File: config.mk
export PLATFORM = sky130hd
export DESIGN_NAME = pipe_hazard_ctl
export DESIGN_NICKNAME = d
export VERILOG_FILES = /design/src/rtl/pipe_hz_pkg.sv /design/src/rtl/hz_operand_sel.sv /design/src/rtl/hz_ret_hold.sv /design/src/rtl/pipe_hazard_ctl.sv
export SDC_FILE = /design/constraint.sdc
export NUM_CORES = 1
export LEC_CHECK = 0
export BUFFER_PORTS_ARGS = -buffer_cell sky130_fd_sc_hd__buf_2
export CAP_MARGIN = 40
export CORE_AREA = 5 5 42 44
export CTS_BUF_LIST = sky130_fd_sc_hd__clkbuf_8
export CTS_CLUSTER_SIZE = 16
export DETAILED_ROUTE_END_ITERATION = 7
export DIE_AREA = 0 0 47 49
export PLACE_DENSITY_LB_ADDON = 0.3
export SETUP_SLACK_MARGIN = 0.1
export SLEW_MARGIN = 0
export SYNTH_ARGS = -nofsm -noshare
export SYNTH_HDL_FRONTEND = slang
export SYNTH_SLANG_ARGS = --single-unit
File: constraint.sdc
create_clock -name clk -period 3.9 [get_ports clk]
set_input_delay 0.78 -clock clk [delete_from_list [all_inputs] [get_ports clk]]
set_output_delay 0.78 -clock clk [all_outputs]
set_load 0.01 [all_outputs]
File: src/rtl/pipe_hz_pkg.sv
package pipe_hz_pkg;

   // Bypass source of one decode operand; the order is the port encoding.
   typedef enum logic [1:0] {
      FWD_RF  = 2'd0,
      FWD_EXE = 2'd1,
      FWD_MEM = 2'd2,
      FWD_WB  = 2'd3
   } fwd_src_e;

endpackage

File: src/rtl/hz_operand_sel.sv
module hz_operand_sel
   import pipe_hz_pkg::*;
#(
   parameter int REG_W       = 4,
   parameter bit FWD_FROM_WB = 1'b1
) (
   input  logic             dec_valid,
   input  logic [REG_W-1:0] src,
   input  logic             exe_valid,
   input  logic [REG_W-1:0] exe_dst,
   input  logic             exe_is_load,
   input  logic             mem_valid,
   input  logic [REG_W-1:0] mem_dst,
   input  logic             wb_valid,
   input  logic [REG_W-1:0] wb_dst,
   output fwd_src_e         sel,
   output logic             load_hit
);

   localparam logic [REG_W-1:0] NO_REG = {REG_W{1'b1}};

   logic src_live;
   logic hit_exe;
   logic hit_mem;
   logic hit_wb;

   assign src_live = dec_valid && (src != NO_REG);
   assign hit_exe  = src_live && exe_valid && (exe_dst == src);
   assign hit_mem  = src_live && mem_valid && (mem_dst == src);

   generate
      if (FWD_FROM_WB) begin : g_wb_bypass
         assign hit_wb = src_live && wb_valid && (wb_dst == src);
      end else begin : g_wb_regfile
         // Writeback value reaches decode through a write-first register file.
         assign hit_wb = 1'b0;
      end
   endgenerate

   // Youngest producer wins; a load in execute cannot supply a value yet.
   always_comb begin
      sel = FWD_RF;
      if (hit_exe) begin
         sel = exe_is_load ? FWD_RF : FWD_EXE;
      end else if (hit_mem) begin
         sel = FWD_MEM;
      end else if (hit_wb) begin
         sel = FWD_WB;
      end
   end

   assign load_hit = hit_exe && exe_is_load;

endmodule

File: src/rtl/hz_ret_hold.sv
module hz_ret_hold #(
   parameter int RET_STALL = 3
) (
   input  logic clk,
   input  logic rst_n,
   input  logic ret_go,
   output logic hold_active
);

   localparam int            CNT_W  = $clog2(RET_STALL + 1);
   localparam logic [CNT_W-1:0] RELOAD = CNT_W'(RET_STALL - 1);

   logic [CNT_W-1:0] left_q;

   always_ff @(posedge clk) begin
      if (!rst_n) begin
         left_q <= '0;
      end else if (ret_go) begin
         left_q <= RELOAD;
      end else if (left_q != '0) begin
         left_q <= left_q - 1'b1;
      end
   end

   assign hold_active = (left_q != '0);

endmodule

File: src/rtl/pipe_hazard_ctl.sv
module pipe_hazard_ctl
   import pipe_hz_pkg::*;
#(
   parameter int REG_W       = 4,
   parameter int SP_ID       = 4,
   parameter int RET_STALL   = 3,
   parameter bit FWD_FROM_WB = 1'b1
) (
   input  logic             clk,
   input  logic             rst_n,
   input  logic             dec_valid,
   input  logic [REG_W-1:0] dec_src_a,
   input  logic [REG_W-1:0] dec_src_b,
   input  logic             dec_sp_read,
   input  logic             dec_is_ret,
   input  logic             exe_valid,
   input  logic [REG_W-1:0] exe_dst,
   input  logic             exe_is_load,
   input  logic             mem_valid,
   input  logic [REG_W-1:0] mem_dst,
   input  logic             wb_valid,
   input  logic [REG_W-1:0] wb_dst,
   output logic [1:0]       fwd_sel_a,
   output logic [1:0]       fwd_sel_b,
   output logic             fetch_stall,
   output logic             dec_stall,
   output logic             dec_bubble,
   output logic             exe_bubble
);

   localparam int               N_OPS  = 2;
   localparam logic [REG_W-1:0] SP_REG = REG_W'(SP_ID);

   generate
      if (REG_W < 2) begin : g_bad_width
         $error("pipe_hazard_ctl: REG_W must be at least 2");
      end
      if (SP_ID < 0 || SP_ID >= (1 << REG_W) - 1) begin : g_bad_sp
         $error("pipe_hazard_ctl: SP_ID must be a real register, not the no-register code");
      end
      if (RET_STALL < 1) begin : g_bad_ret
         $error("pipe_hazard_ctl: RET_STALL must be at least 1");
      end
   endgenerate

   logic [REG_W-1:0] op_src [N_OPS];
   fwd_src_e         op_sel [N_OPS];
   logic [N_OPS-1:0] op_load_hit;

   // Operand B carries the implicit stack-pointer read.
   assign op_src[0] = dec_src_a;
   assign op_src[1] = dec_sp_read ? SP_REG : dec_src_b;

   generate
      for (genvar g = 0; g < N_OPS; g++) begin : g_op
         hz_operand_sel #(
            .REG_W       (REG_W),
            .FWD_FROM_WB (FWD_FROM_WB)
         ) u_sel (
            .dec_valid   (dec_valid),
            .src         (op_src[g]),
            .exe_valid   (exe_valid),
            .exe_dst     (exe_dst),
            .exe_is_load (exe_is_load),
            .mem_valid   (mem_valid),
            .mem_dst     (mem_dst),
            .wb_valid    (wb_valid),
            .wb_dst      (wb_dst),
            .sel         (op_sel[g]),
            .load_hit    (op_load_hit[g])
         );
      end
   endgenerate

   logic load_use;
   logic dec_ret;
   logic ret_go;
   logic ret_hold;
   logic ret_busy;

   assign load_use = |op_load_hit;
   assign dec_ret  = dec_valid && dec_is_ret;
   assign ret_go   = dec_ret && !load_use;

   hz_ret_hold #(
      .RET_STALL (RET_STALL)
   ) u_ret (
      .clk         (clk),
      .rst_n       (rst_n),
      .ret_go      (ret_go),
      .hold_active (ret_hold)
   );

   assign ret_busy    = dec_ret || ret_hold;
   assign fwd_sel_a   = op_sel[0];
   assign fwd_sel_b   = op_sel[1];
   assign dec_stall   = load_use;
   assign exe_bubble  = load_use;
   assign fetch_stall = load_use || ret_busy;
   assign dec_bubble  = ret_busy && !load_use;

endmodule

After elaboration in Yosys (flattened, before gate mapping) --
Cells that the tools add are included.
Word-level totals: register bits after elaboration 2, latch bits 0, memories kept 0, logic and storage cells 48, bits of input ports 29, ROM bits 0, RAM bits 0, output and inout port bits 8
Operators by class: reduce and logical (&&, ||, !) cells 26, shift-type cells 0, magnitude comparators 0, bitwise operators 1, $add $sub $neg 1, divide/modulo/power cells 0, multiplexer cells 10, equality and inequality tests 8, multipliers 0
Operators with widths (count):
- $eq 4x4->1 | 6
- $logic_and 1x1->1 | 19
- $mux 2 | 8
- $ne 4x4->1 const B | 2
- $mux 4 | 1
- $reduce_bool 2->1 | 2
- $reduce_or 2->1 | 2
- $logic_or 1x1->1 | 2
- $sub 2x1->2 const B | 1
- $logic_not 1->1 | 1
- $mux 1 | 1
- $not 1->1 | 1

Logic depth before layout (Yosys ltp) --
depth after elaboration 10, mapped depth 6, depth with buffers taken out 5

By module --
Synthesis repeated with hierarchy kept, for this count alone.
Second synthesis, totals: cell total of the unflattened synthesis 71, area total of the unflattened synthesis 534.3 µm²
By module, submodules not included:
- hz_operand_sel | cells each 27, instances 2, sequential area each 0.0 µm², area each 196.4 µm²
- pipe_hazard_ctl | cells each 11, instances 1, sequential area each 0.0 µm², area each 71.3 µm²
- hz_ret_hold | cells each 6, instances 1, sequential area each 40.0 µm², area each 70.1 µm²

Worst setup path after synthesis --
OpenSTA, ideal clock, no wires.
path type input-to-output, start input exe_dst[0], end output exe_bubble, arrival 2.115 ns, cell stages on the path 6, data required time 3.120 ns, path buffers 1, setup slack 1.005 ns, path through o21ai_0 > o21ai_0 > or4b_4 > o21ba_2 > nor2_1 > buf_4
Between the ends: word-level cells in the longest chain between the ends 4, elaborated cells on any way between the ends 7, those cells by class eq/ne: 2; reduce/logical: 5
Ends and longest elaborated chain:
- from (decl) | RTL line pipe_hazard_ctl.sv:17 | input logic [REG_W-1:0] exe_dst,
- $eq 4x4->1 | RTL line hz_operand_sel.sv:28 | assign hit_exe = src_live && exe_valid && (exe_dst == src);
- $logic_and 1x1->1 | RTL line hz_operand_sel.sv:28
- $logic_and 1x1->1 | RTL line hz_operand_sel.sv:52 | assign load_hit = hit_exe && exe_is_load;
- $reduce_or 2->1 * | RTL line pipe_hazard_ctl.sv:81 | assign load_use = |op_load_hit;
- to (decl) | RTL line pipe_hazard_ctl.sv:28 | output logic exe_bubble
Mark *: on every way between the ends. The rest lies on a longest branch, timed or not.

Final worst setup path --
start input dec_sp_read, end output fwd_sel_b[0]
Between the ends: word-level cells in the longest chain between the ends 8, elaborated cells on any way between the ends 15, those cells by class eq/ne: 4; mux: 4; reduce/logical: 7
Ends and longest elaborated chain:
- from (decl) | RTL line pipe_hazard_ctl.sv:14 | input logic dec_sp_read,
- $mux 4 * | RTL line pipe_hazard_ctl.sv:52 | assign op_src[1] = dec_sp_read ? SP_REG : dec_src_b;
- $ne 4x4->1 | RTL line hz_operand_sel.sv:27 | assign src_live = dec_valid && (src != NO_REG);
- $logic_and 1x1->1 | RTL line hz_operand_sel.sv:27
- $logic_and 1x1->1 (2 in a row) | RTL line hz_operand_sel.sv:33 | assign hit_wb = src_live && wb_valid && (wb_dst == src);
- $mux 2 | RTL line hz_operand_sel.sv:47 | end else if (hit_wb) begin
- $mux 2 | RTL line hz_operand_sel.sv:45 | end else if (hit_mem) begin
- $mux 2 * | RTL line hz_operand_sel.sv:43 | if (hit_exe) begin
- to (decl) | RTL line pipe_hazard_ctl.sv:24 | output logic [1:0] fwd_sel_b,
Marks and branches as above.

==> metrics.md <==
| Metric | Value |
|---|---|
| Outcome | completed |
| Hold bufs inserted after CTS | 0 |
| Core area | around 1400 um2 |
| CP most frequent cell | buf_2 |
| Top sig layer | met3 |
| Synth Area in Compound Gates | 0.3053 |
| Crit end category | primary output |
| Adder-Cell Fraction of Synth Area | 0 |
| Met1 WL | 771 um |
| Synth top cells by count | xor2_1 (9), inv_1 (8), nand2_1 (6), nor2_1 (6), xnor2_1 (6) |
| Initial Utilization | 0.4241 |
| Setup tns final | 0 ps |
| PortBufs | 36 |
| DR WL/cell | 13.05 um |
| Synth Instances | a little under 90 |
| Leakage | ~0.4 nW |
| Dpl ws | ~870 ps |
| Cell Pwr Density | around 210 nW/um2 |
| Most used DFF post-synth | dfxtp_1 |
| Required time worst endpoint | roughly 3100 ps |
| Count leader, synth | xor2_1 |
| Cell Count, Final, Fillers Out | 142 |
| Synth Register Bits | 2 |
| Worst-path clk slew | ~30 ps |
| Grt total ovfl | 0 |
| Top flop regs | u_ret.left_q x2 |
| Power share of the clock group | 0.464 |
| CP peak stage delay | 500 ps |
| Slew margin rel. | 0.5390 |
| Post-cts sizing count | 0 |
| Vert. Die Dim | 49 um |
| Critical-path top delay cell | or4b_4 |
| Switching power total | 0.00005542 W |
| Most flops, register | u_ret.left_q |
| Area contributors post-synth | xor2_1 (13%), xnor2_1 (8.8%), dfxtp_1 (6.7%), nand4_1 (5.3%), inv_1 (5.1%) |
| FP Rows | 14 |
| Sequential-to-total area share from yosys stat | 0.06737 |
| Simple-Gate Fraction of Synth Area | 0.3263 |
| Yosys cell types | 36 |
| Fin crit period | around 3000 ps |
| DR pass1 iterations | 4 |
| Placed insts | approximately 140 |
| Reg2Reg Depth | 3 |
| Worst Setup Start Kind | primary input |
| Transition time of the tightest slew-check pin | about 700 ps |
| Final Max Tran Viols | 0 |
| Worst Setup SP | dec_sp_read |
| Total number of H-tree levels | 1 |
| Worst-Skew Late Latency | approximately 210 ps |
| Mean post-synth cell area | around 6.8 um2 |
| Detailed placer's ending HPWL | between 1500 and 2000 um |
| Pin count of the biggest net entering global routing | 9 |
| RSZ-0062 raised after global routing | false |
| Setup Skew | between 3 and 4 ps |
| Gpl congestion | between 0.9 and 1 |
| Synth warn | 0 |
| Synth top area share | 0.1326 |
| Final Util | 0.5911 |
| Critical path class | primary input to primary output |
| Antenna cell count | 0 |
| HP Class | flop to flop |
| Fill count | between 150 and 200 |
| Async S/R FF share, synth | 0 |
| Total CTS buffers | 3 |
| WL final | between 1500 and 2000 um |
| Die width | 47 um |
| Antenna-violating nets left | 0 |
| Largest family of logic cells by synthesized area | simple AND/OR/NAND/NOR gates |
| Crit-path max FO | 8 |
| Pwr Total | between 0.00015 and 0.0002 W |
| Crit Reg-Reg Startpoint | u_ret.left_q[1]$_SDFFE_PN0P_ |
| Max reg flops | 2 |
| Post-synth top area cell | xor2_1 |
| Final cycle utilization of the critical path | 0.7817 |
| Mux cell area share after synthesis | 0.01684 |
| CTS root buf | clkbuf_8 |
| Cell area after synthesis | 594.3 um2 |
| WL met2 | about 940 um |
| I/O pins | 37 |
| Vias | between 700 and 800 |
| Hold depth | 2 |
| FF-to-FF setup slack | approximately 3000 ps |
| Switch share | 0.3165 |
| Post-CTS setup buffers | 0 |
| Int Power | around 0.00012 W |
| Layout cell share with drive strength beyond 1 | 0.3492 |
| Syn Nets | roughly 120 |
| VDD IR max | roughly 96 uV |
| GRT Util Overall | 0.1573 |
| DRT iter0 DRCs | 18 |
| Vias per std cell | roughly 5.6 |
| TritonCTS clock tree | done |
| Critical-path cell list | buf_2 -> nor2_2 -> xnor2_1 -> or4b_4 -> or2_1 -> a31o_1 -> buf_2 |
| Clk sinks | 2 |
| Final hold violation count | 0 |
| Initial antenna violation count | 0 |
| Final setup violation count | 0 |
| Layout net count | 157 |
| Synthesis-to-finish area growth | 39.37% |
| Met3 WL post-DR | approximately 140 um |
| Max-Cap Viols | 0 |
| Residual DRC | 0 |
| Post-synth EDFFs | 0 |
| Final setup margin | 851.4 ps |
| First-pass GRT wire length | ~2800 um |
| Number of global-route vias before repair | between 600 and 700 |
| CP endpoint | fwd_sel_b[0] |
| Reg power frac | 0.125 |
| Bufs on Longest Clock Path | 2 |
| Die area | ~2300 um2 |
| XOR/XNOR Fraction of Synth Area | 0.2211 |
| Combinational fraction of design power | 0.410 |
| Achievable frequency | between 300 and 400 MHz |
| FF-to-FF End | u_ret.left_q[1]$_SDFFE_PN0P_ |
| Critical path arrival | 2270 ps |
per-stage QoR:
| step | hold slack (ps) | area, um2 |
|---|---|---|
| final | 518.4 | 828.3 |
| after global placement | 503.1 | 787.0 |
| after global routing | 567.6 | 828.3 |
| after CTS | 523.9 | 828.3 |
| after detailed placement | 516.4 | 787.0 |
| after floorplan | 482.3 | 594.3 |
how the worst min path moves through the flow:
stage                                            start                           end  slack (ps)
final                     u_ret.left_q[0]$_SDFFE_PP0N_  u_ret.left_q[1]$_SDFFE_PN0P_         520
after global routing      u_ret.left_q[0]$_SDFFE_PP0N_  u_ret.left_q[1]$_SDFFE_PN0P_         570
after CTS                 u_ret.left_q[0]$_SDFFE_PP0N_  u_ret.left_q[1]$_SDFFE_PN0P_         520
after detailed placement  u_ret.left_q[0]$_SDFFE_PP0N_  u_ret.left_q[1]$_SDFFE_PN0P_         520
after global placement    u_ret.left_q[0]$_SDFFE_PP0N_  u_ret.left_q[1]$_SDFFE_PN0P_         500
after floorplan           u_ret.left_q[0]$_SDFFE_PP0N_  u_ret.left_q[1]$_SDFFE_PN0P_         480
layout by cell type, fill, tap and decap left out:
cell type	instances
o22ai_1	1
clkbuf_8	3
nor2_2	1
dfxtp_1	2
nor4_1	3
and2b_1	1
and3_1	1
o21ai_0	4
inv_1	8
o21a_2	1
nand2b_1	2
a21bo_2	1
nor3b_1	1
a21o_1	1
xor2_1	9
o22a_1	1
nor2b_1	3
nand2_1	6
a21oi_1	4
buf_2	36
o21bai_1	1
a31oi_1	1
a31o_1	1
o221ai_1	3
nor3_1	2
xnor2_1	6
or4b_4	1
nand3_1	2
or2_1	1
o21ba_2	1
mux2i_1	1
nand4_1	5
nor2_1	6
a211oi_1	2
o2bb2ai_1	1
o21ai_1	2
a21boi_1	1
cell type report:
cell class              instances  area [um2]  area share
repair buffers                 36       180.2      0.2175
well taps                      16       20.02     0.02417
inverters                       8       30.03     0.03625
multi-input cells              77       516.7      0.6239
flip-flops and latches          2       40.04     0.04834
clock buffers                   3       41.29     0.04985
power groups by stage:
| stage | Clock [W] | Combinational (W) | Sequential, W |
|---|---|---|---|
| final | 0.0000813 | 0.0000719 | 0.0000220 |
| after global routing | 0.0000856 | 0.0000788 | 0.0000221 |
| after floorplan | 0 | 0.0000367 | 0.0000220 |
| after detailed placement | 0 | 0.0000712 | 0.0000221 |
| after global placement | 0 | 0.0000703 | 0.0000221 |
| after CTS | 0.0000834 | 0.0000716 | 0.0000219 |
logic make-up after synthesis:
group | count (synthesis)
AOI/OAI and AO/OA | 26
and+or+nand+nor | 35
buffers and inverters | 9
DFF | 2
muxes | 1
xor gates and xnor gates | 15
per-layer routing:
| layer | vias to the layer above | global-route usage |
|---|---|---|
| li1 | 401 | - |
| met1 | 353 | 0.2092 |
| met2 | 36 | 0.2624 |
| met3 | 0 | 0.02214 |
| met4 | 0 | 0.02765 |
| met5 | - | 0 |
worst max-delay path, delay by kind of cell:
family | cells | cell delay (ps)
XOR/XNOR | 1 | 90
AND/OR/NAND/NOR | 3 | 950
buffers and inverters | 2 | 270
AO/OA/AOI/OAI | 1 | 170
Note: power is estimated with default switching activity, not from simulation.
